## src/rtl/pwgw_pkg.sv

```systemverilog
package pwgw_pkg;

    // Protocol durations in units of 0.1 ms
    localparam int unsigned UNITS_PER_S    = 10000;
    localparam int unsigned CHARGE_UNITS   = 500;
    localparam int unsigned HOLD_UNITS     = 500;
    localparam int unsigned SLOT_UNITS     = 20;
    localparam int unsigned GAP_ONE_UNITS  = 10;
    localparam int unsigned GAP_ZERO_UNITS = 3;

    // Frame layout
    localparam int unsigned FRAME_BYTES = 14;
    localparam int unsigned FRAME_BITS  = FRAME_BYTES * 8;
    localparam logic [7:0]  KEY_BYTE    = 8'hBB;
    localparam logic [7:0]  PASS_BYTE   = 8'hEB;
    localparam logic [7:0]  TAIL_LO     = 8'h00;
    localparam logic [7:0]  TAIL_HI     = 8'h03;

    typedef enum logic [1:0] {
        PH_IDLE   = 2'd0,
        PH_CHARGE = 2'd1,
        PH_BITS   = 2'd2,
        PH_HOLD   = 2'd3
    } phase_e;

    typedef struct packed {
        logic [63:0] data;
        logic [15:0] chk;
    } payload_t;

    function automatic int unsigned max3(int unsigned a, int unsigned b, int unsigned c);
        int unsigned m;
        m = (a > b) ? a : b;
        return (m > c) ? m : c;
    endfunction

    function automatic logic [7:0] frame_byte(logic [3:0] idx, payload_t p);
        logic [7:0] b;
        case (idx)
            4'd0:    b = KEY_BYTE;
            4'd1:    b = PASS_BYTE;
            4'd2:    b = p.data[7:0];
            4'd3:    b = p.data[15:8];
            4'd4:    b = p.data[23:16];
            4'd5:    b = p.data[31:24];
            4'd6:    b = p.data[39:32];
            4'd7:    b = p.data[47:40];
            4'd8:    b = p.data[55:48];
            4'd9:    b = p.data[63:56];
            4'd10:   b = p.chk[7:0];
            4'd11:   b = p.chk[15:8];
            4'd12:   b = TAIL_LO;
            default: b = TAIL_HI;
        endcase
        return b;
    endfunction

endpackage

```

## src/rtl/pwgw_bit_sel.sv

```systemverilog
module pwgw_bit_sel
    import pwgw_pkg::*;
#(
    parameter int unsigned IDX_W = $clog2(FRAME_BITS)
) (
    input  payload_t           pay_i,
    input  logic [IDX_W-1:0]   bit_idx_i,
    output logic               bit_o
);
    logic [7:0] cur_byte;

    always_comb begin
        cur_byte = frame_byte(bit_idx_i[IDX_W-1:3], pay_i);
        bit_o    = cur_byte[bit_idx_i[2:0]];
    end
endmodule

```

## src/rtl/pwgw_timer.sv

```systemverilog
module pwgw_timer #(
    parameter int unsigned CW = 16
) (
    input  logic          clk,
    input  logic          rst,
    input  logic          clr_i,
    input  logic [CW-1:0] limit_i,
    output logic [CW-1:0] cnt_o,
    output logic          last_o
);
    always_ff @(posedge clk) begin
        if (rst || clr_i) cnt_o <= '0;
        else              cnt_o <= cnt_o + 1'b1;
    end

    assign last_o = (cnt_o == limit_i - 1'b1);
endmodule

```

## src/rtl/pwgw_writer.sv

```systemverilog
module pwgw_writer
    import pwgw_pkg::*;
#(
    parameter int unsigned CLK_HZ = 24000000
) (
    input  logic        clk,
    input  logic        rst,
    input  logic        start_i,
    input  logic [63:0] data_i,
    input  logic [15:0] chk_i,
    output logic        field_on_o,
    output logic        busy_o,
    output logic        done_o
);
    localparam int unsigned UNIT       = CLK_HZ / UNITS_PER_S;
    localparam int unsigned CHARGE_CYC = CHARGE_UNITS * UNIT;
    localparam int unsigned HOLD_CYC   = HOLD_UNITS * UNIT;
    localparam int unsigned SLOT_CYC   = SLOT_UNITS * UNIT;
    localparam int unsigned GAP1_CYC   = GAP_ONE_UNITS * UNIT;
    localparam int unsigned GAP0_CYC   = GAP_ZERO_UNITS * UNIT;
    localparam int unsigned CW         = $clog2(max3(CHARGE_CYC, HOLD_CYC, SLOT_CYC) + 1);
    localparam int unsigned IDX_W      = $clog2(FRAME_BITS);
    localparam logic [IDX_W-1:0] LAST_IDX = IDX_W'(FRAME_BITS - 1);

    phase_e           phase_q;
    payload_t         pay_q;
    logic [IDX_W-1:0] bit_idx_q;
    logic             done_q;

    logic [CW-1:0]    cnt;
    logic [CW-1:0]    limit;
    logic             seg_last;
    logic             tmr_clr;
    logic             cur_bit;
    logic [CW-1:0]    gap_cyc;

    always_comb begin
        case (phase_q)
            PH_CHARGE: limit = CW'(CHARGE_CYC);
            PH_BITS:   limit = CW'(SLOT_CYC);
            PH_HOLD:   limit = CW'(HOLD_CYC);
            default:   limit = CW'(1);
        endcase
    end

    assign tmr_clr = (phase_q == PH_IDLE) || seg_last;

    pwgw_timer #(.CW(CW)) u_timer (
        .clk     (clk),
        .rst     (rst),
        .clr_i   (tmr_clr),
        .limit_i (limit),
        .cnt_o   (cnt),
        .last_o  (seg_last)
    );

    pwgw_bit_sel #(.IDX_W(IDX_W)) u_bit_sel (
        .pay_i     (pay_q),
        .bit_idx_i (bit_idx_q),
        .bit_o     (cur_bit)
    );

    always_ff @(posedge clk) begin
        if (rst) begin
            phase_q   <= PH_IDLE;
            pay_q     <= '0;
            bit_idx_q <= '0;
            done_q    <= 1'b0;
        end else begin
            done_q <= 1'b0;
            case (phase_q)
                PH_IDLE: begin
                    if (start_i) begin
                        pay_q     <= '{data: data_i, chk: chk_i};
                        bit_idx_q <= '0;
                        phase_q   <= PH_CHARGE;
                    end
                end
                PH_CHARGE: begin
                    if (seg_last) phase_q <= PH_BITS;
                end
                PH_BITS: begin
                    if (seg_last) begin
                        if (bit_idx_q == LAST_IDX) phase_q <= PH_HOLD;
                        else                       bit_idx_q <= bit_idx_q + 1'b1;
                    end
                end
                default: begin
                    if (seg_last) begin
                        phase_q <= PH_IDLE;
                        done_q  <= 1'b1;
                    end
                end
            endcase
        end
    end

    assign gap_cyc = cur_bit ? CW'(GAP1_CYC) : CW'(GAP0_CYC);

    always_comb begin
        case (phase_q)
            PH_CHARGE, PH_HOLD: field_on_o = 1'b1;
            PH_BITS:            field_on_o = (cnt >= gap_cyc);
            default:            field_on_o = 1'b0;
        endcase
    end

    assign busy_o = (phase_q != PH_IDLE);
    assign done_o = done_q;
endmodule

```

## config.mk

```make
export PLATFORM = sky130hd
export DESIGN_NAME = pwgw_writer
export DESIGN_NICKNAME = d
export VERILOG_FILES = /design/src/rtl/pwgw_pkg.sv /design/src/rtl/pwgw_bit_sel.sv /design/src/rtl/pwgw_timer.sv /design/src/rtl/pwgw_writer.sv
export SDC_FILE = /design/constraint.sdc
export NUM_CORES = 1
export LEC_CHECK = 0
export CORE_MARGIN = 1
export CORE_UTILIZATION = 50
export CTS_CLUSTER_DIAMETER = 30
export DETAILED_ROUTE_END_ITERATION = 8
export GPL_TIMING_DRIVEN = 0
export PLACE_DENSITY_LB_ADDON = 0.12
export SLEW_MARGIN = 15
export SYNTH_ARGS = -nofsm -noshare
export SYNTH_HDL_FRONTEND = slang
export SYNTH_SLANG_ARGS = --single-unit
```

## constraint.sdc

```tcl
create_clock -name clk -period 7.8 [get_ports clk]
set_input_delay 1.17 -clock clk [delete_from_list [all_inputs] [get_ports clk]]
set_output_delay 1.17 -clock clk [all_outputs]
set_load 0.05 [all_outputs]
```

==> results of run 1 <==
==> stage by stage <==
stage	cell area, sq um	power, uW	hold WS [ns]	cells	util
floorplan	5430	1090	0.429	689	-
global placement	6450	1260	0.442	910	0.620
detailed placement	6450	1280	0.446	910	0.620
CTS	6630	1610	0.461	926	0.637
global route	6630	1700	0.481	926	0.637
finish	6630	1600	0.463	926	0.637
==> flip-flops by register name (all words and copies together) (netlist names) <==
| register | cells |
|---|---|
| bit_idx_q | 7 |
| done_o | 1 |
| phase_q | 2 |
| pay_q | 80 |
| u_timer.cnt_o | 21 |
==> kinds of logic after synthesis <==
logic type,share of synthesized area
and+or+nand+nor,0.250
AOI/OAI and AO/OA,0.201
DFF,0.409
buffers and inverters,0.0585
xor gates and xnor gates,0.0290
muxes,0.0246
adders and majority gates,0.0276
==> power groups by stage <==
stage / registers [uW] / clock network (uW) / logic, uW
after CTS: 716 / 335 / 556
after detailed placement: 728 / 0 / 555
final: 717 / 327 / 556
after global routing: 724 / 356 / 620
after global placement: 725 / 0 / 537
after floorplan: 703 / 0 / 389
==> how the worst max path moves through the flow <==
stage                       to  slack (ns)  cells after the start
global route        field_on_o        0.59                     16
global placement    field_on_o        1.42                     16
finish              field_on_o        0.96                     16
floorplan           field_on_o        2.75                     15
detailed placement  field_on_o        1.45                     16
CTS                 field_on_o        1.01                     16
==> layer usage <==
metal	global-route usage	part of all wire
met5	0	0
met4	0.0992	0.020
met3	0.0490	0.061
met2	0.485	0.47
met1	0.387	0.45
==> layout by cell type (no fill, tap or decap), types with 3 or more instances in the layout <==
| cell | count |
|---|---|
| inv_1 | 13 |
| a31oi_1 | 8 |
| clkbuf_8 | 17 |
| nor2b_1 | 10 |
| a311oi_1 | 4 |
| ha_1 | 12 |
| o31ai_1 | 3 |
| a32oi_1 | 6 |
| nor4_1 | 6 |
| and3_1 | 5 |
| o21ai_0 | 11 |
| and2_1 | 5 |
| xnor2_1 | 7 |
| nand3_1 | 11 |
| a211oi_1 | 3 |
| xor2_1 | 11 |
| nand4_1 | 7 |
| o221ai_1 | 4 |
| mux2i_1 | 10 |
| clkbuf_1 | 37 |
| clkdlybuf4s50_1 | 85 |
| nand2b_1 | 4 |
| a22o_1 | 3 |
| a21oi_1 | 96 |
| o2111ai_1 | 3 |
| or3_1 | 4 |
| and3_2 | 4 |
| nor2_1 | 37 |
| nor3_1 | 4 |
| mux2_2 | 3 |
| dfxtp_1 | 111 |
| nand2_1 | 185 |
| o22ai_1 | 5 |
| a22oi_1 | 8 |
==> cell type report <==
cell class              count  area [sq um]  area share
repair buffers             85           851       0.128
inverters                  13          48.8     0.00736
well taps                 136           170      0.0257
multi-input cells         518          2890       0.436
plain buffers              47           269      0.0406
clock inverters             5          38.8     0.00585
flip-flops and latches    111          2220       0.335
clock buffers              11           141      0.0213
==> worst max-delay path: stages (launching register included) <==
cell             delay [ns]
dfxtp_1                0.34
clkbuf_1               0.42
clkbuf_1               0.49
buf_1                  0.55
mux2i_1                0.38
o221ai_1               0.17
o221ai_1               0.21
o311ai_0               0.15
a32oi_1                0.55
ha_1                   0.23
nand3_1                0.07
nor4b_1                0.30
o31a_1                 0.17
o21ai_0                0.07
a21oi_1                0.15
a2bb2oi_1              0.19
clkdlybuf4s50_1        0.82
==> results.sh, run 1 <==
export IMPL_p_sw_frac=0.379
export IMPL_startpoint="bit_idx_q[4]$_SDFFE_PP0P_"
export IMPL_worstSkewPairLatency_ns=0.38
export IMPL_cp_max_fo=10
export IMPL_setup_slack_ns=0.959
export IMPL_coreArea_sq_um=10400
export IMPL_synth_most_common_cell="nand2_1"
export IMPL_power_leakage_uw=0.00232
export IMPL_setup_tns_final_ns=0
export IMPL_status="finished, final reports clean"
export IMPL_die_h_um=106
export IMPL_place_congestion=0.943
export IMPL_ys_seq_area_frac=0.409
export IMPL_h_tree_depth=3
export IMPL_initial_utilization=0.522
export IMPL_pwr_share_clk=0.204
export IMPL_fp_dieW_um=106
export IMPL_clock_sinks=111
export IMPL_r2r_setup_slack_ns=4.94
export IMPL_grt_total_usage=0.294
export IMPL_drtIter0Drc=348
export IMPL_hold_end="pay_q[73]$_SDFFE_PP0P_"
export IMPL_drcViolationCount=0
export IMPL_drive_gt1_frac=0.0519
export IMPL_timing_fmax_mhz=146
export IMPL_tightest_slew_ns=0.829
export IMPL_fin_worst_skew_ns=0.0103
export IMPL_synth_edf_count=0
export IMPL_ctsHoldBuffers=0
export IMPL_worstSetupEndpointType="output port"
export IMPL_hpwl_um=12300
export IMPL_r2r_end="bit_idx_q[5]$_SDFFE_PP0P_"
export IMPL_post_route_period_util=0.877
export IMPL_synthToLayoutAreaGrowth_pct=22.1
export IMPL_finalMaxSlewViolations=0
export IMPL_cts_inserted_buffers=9
export IMPL_synth_seq_cells=111
export IMPL_insertedDiodeCount=0
export IMPL_hold_depth=2
export IMPL_crit_arrival_ns=5.67
export IMPL_netlist_top_cells_area="dfxtp_1 (41%), nand2_1 (13%), a21oi_1 (8.8%), ha_1 (2.8%), nor2_1 (2.6%)"
export IMPL_max_clock_path_buffers=2
export IMPL_design_die_area_sq_um=11300
export IMPL_grt_pass1_wl_um=25500
export IMPL_yosys_warnings=0
export IMPL_ant_nets=0
export IMPL_ys_flop_type="dfxtp_1"
export IMPL_switching_power_uw=606
export IMPL_via_count=5331
export IMPL_grt_pass1_vias=5030
export IMPL_pwr_density_cell_nw_per_um2=241
export IMPL_core_rowCount=37
export IMPL_critPathLaunchType="flop"
export IMPL_async_flop_share=0
export IMPL_wl_um=16000
export IMPL_ys_top_cells_by_count="nand2_1 (185), dfxtp_1 (111), a21oi_1 (96), nor2_1 (37), clkbuf_1 (36)"
export IMPL_pin_count=86
export IMPL_yosysTopAreaCell="dfxtp_1"
export IMPL_min_path_type="flop to flop"
export IMPL_ctsResizeCount=0
export IMPL_power_internal_uw=994
export IMPL_dr_pass1_iters=6
export IMPL_min_period_ns=6.84
export IMPL_fill_cells=952
export IMPL_synth_top_area_share=0.409
export IMPL_postSynthNetCount=784
export IMPL_port_buffers=85
export IMPL_hold_violations=0
export IMPL_vdd_drop_max_uv=157
export IMPL_yosysUniqueCellTypes=65
export IMPL_hp_start="pay_q[73]$_SDFFE_PP0P_"
export IMPL_path_clk_slew_ns=0.10
export IMPL_pre_cts_ws_ns=1.45
export IMPL_cts_setup_buffers=0
export IMPL_maxSlewHeadroom=0.442
export IMPL_crit_required_ns=6.63
export IMPL_r2r_start="bit_idx_q[4]$_SDFFE_PP0P_"
export IMPL_maxCapViolations=0
export IMPL_grt_max_degree=19
export IMPL_rr_worst_depth=7
export IMPL_p_comb_frac=0.347
export IMPL_grt_ovfl_total=0
export IMPL_antenna_found_initial=0
export IMPL_post_drt_wl_per_cell_um=17.3
export IMPL_seq_power_share=0.448
export IMPL_grt_setup_unrepaired="false"
export IMPL_avgSynthCellArea_sq_um=7.88
export IMPL_final_nets=880
export IMPL_synthCells=689
export IMPL_cts_root_buf="clkbuf_8"
export IMPL_critPathKind="flop to output port"
export IMPL_finalSetupViolCount=0
export IMPL_viasPerCell=5.76
export IMPL_cts_tree="yes"
export IMPL_synth_area_sq_um=5430
(Power assumes the default switching activity.)
==> run 2: changes to the inputs <==
--- a/config.mk
+++ b/config.mk
@@ -8,9 +8,11 @@
 export CORE_MARGIN = 1
 export CORE_UTILIZATION = 50
 export CTS_CLUSTER_DIAMETER = 30
+export CTS_CLUSTER_SIZE = 10
 export DETAILED_ROUTE_END_ITERATION = 8
 export GPL_TIMING_DRIVEN = 0
 export PLACE_DENSITY_LB_ADDON = 0.12
+export SKIP_LAST_GASP = 1
 export SLEW_MARGIN = 15
 export SYNTH_ARGS = -nofsm -noshare
 export SYNTH_HDL_FRONTEND = slang
==> results of run 2 <==
Final layout, timing and power as in run 1 (identical DEF).
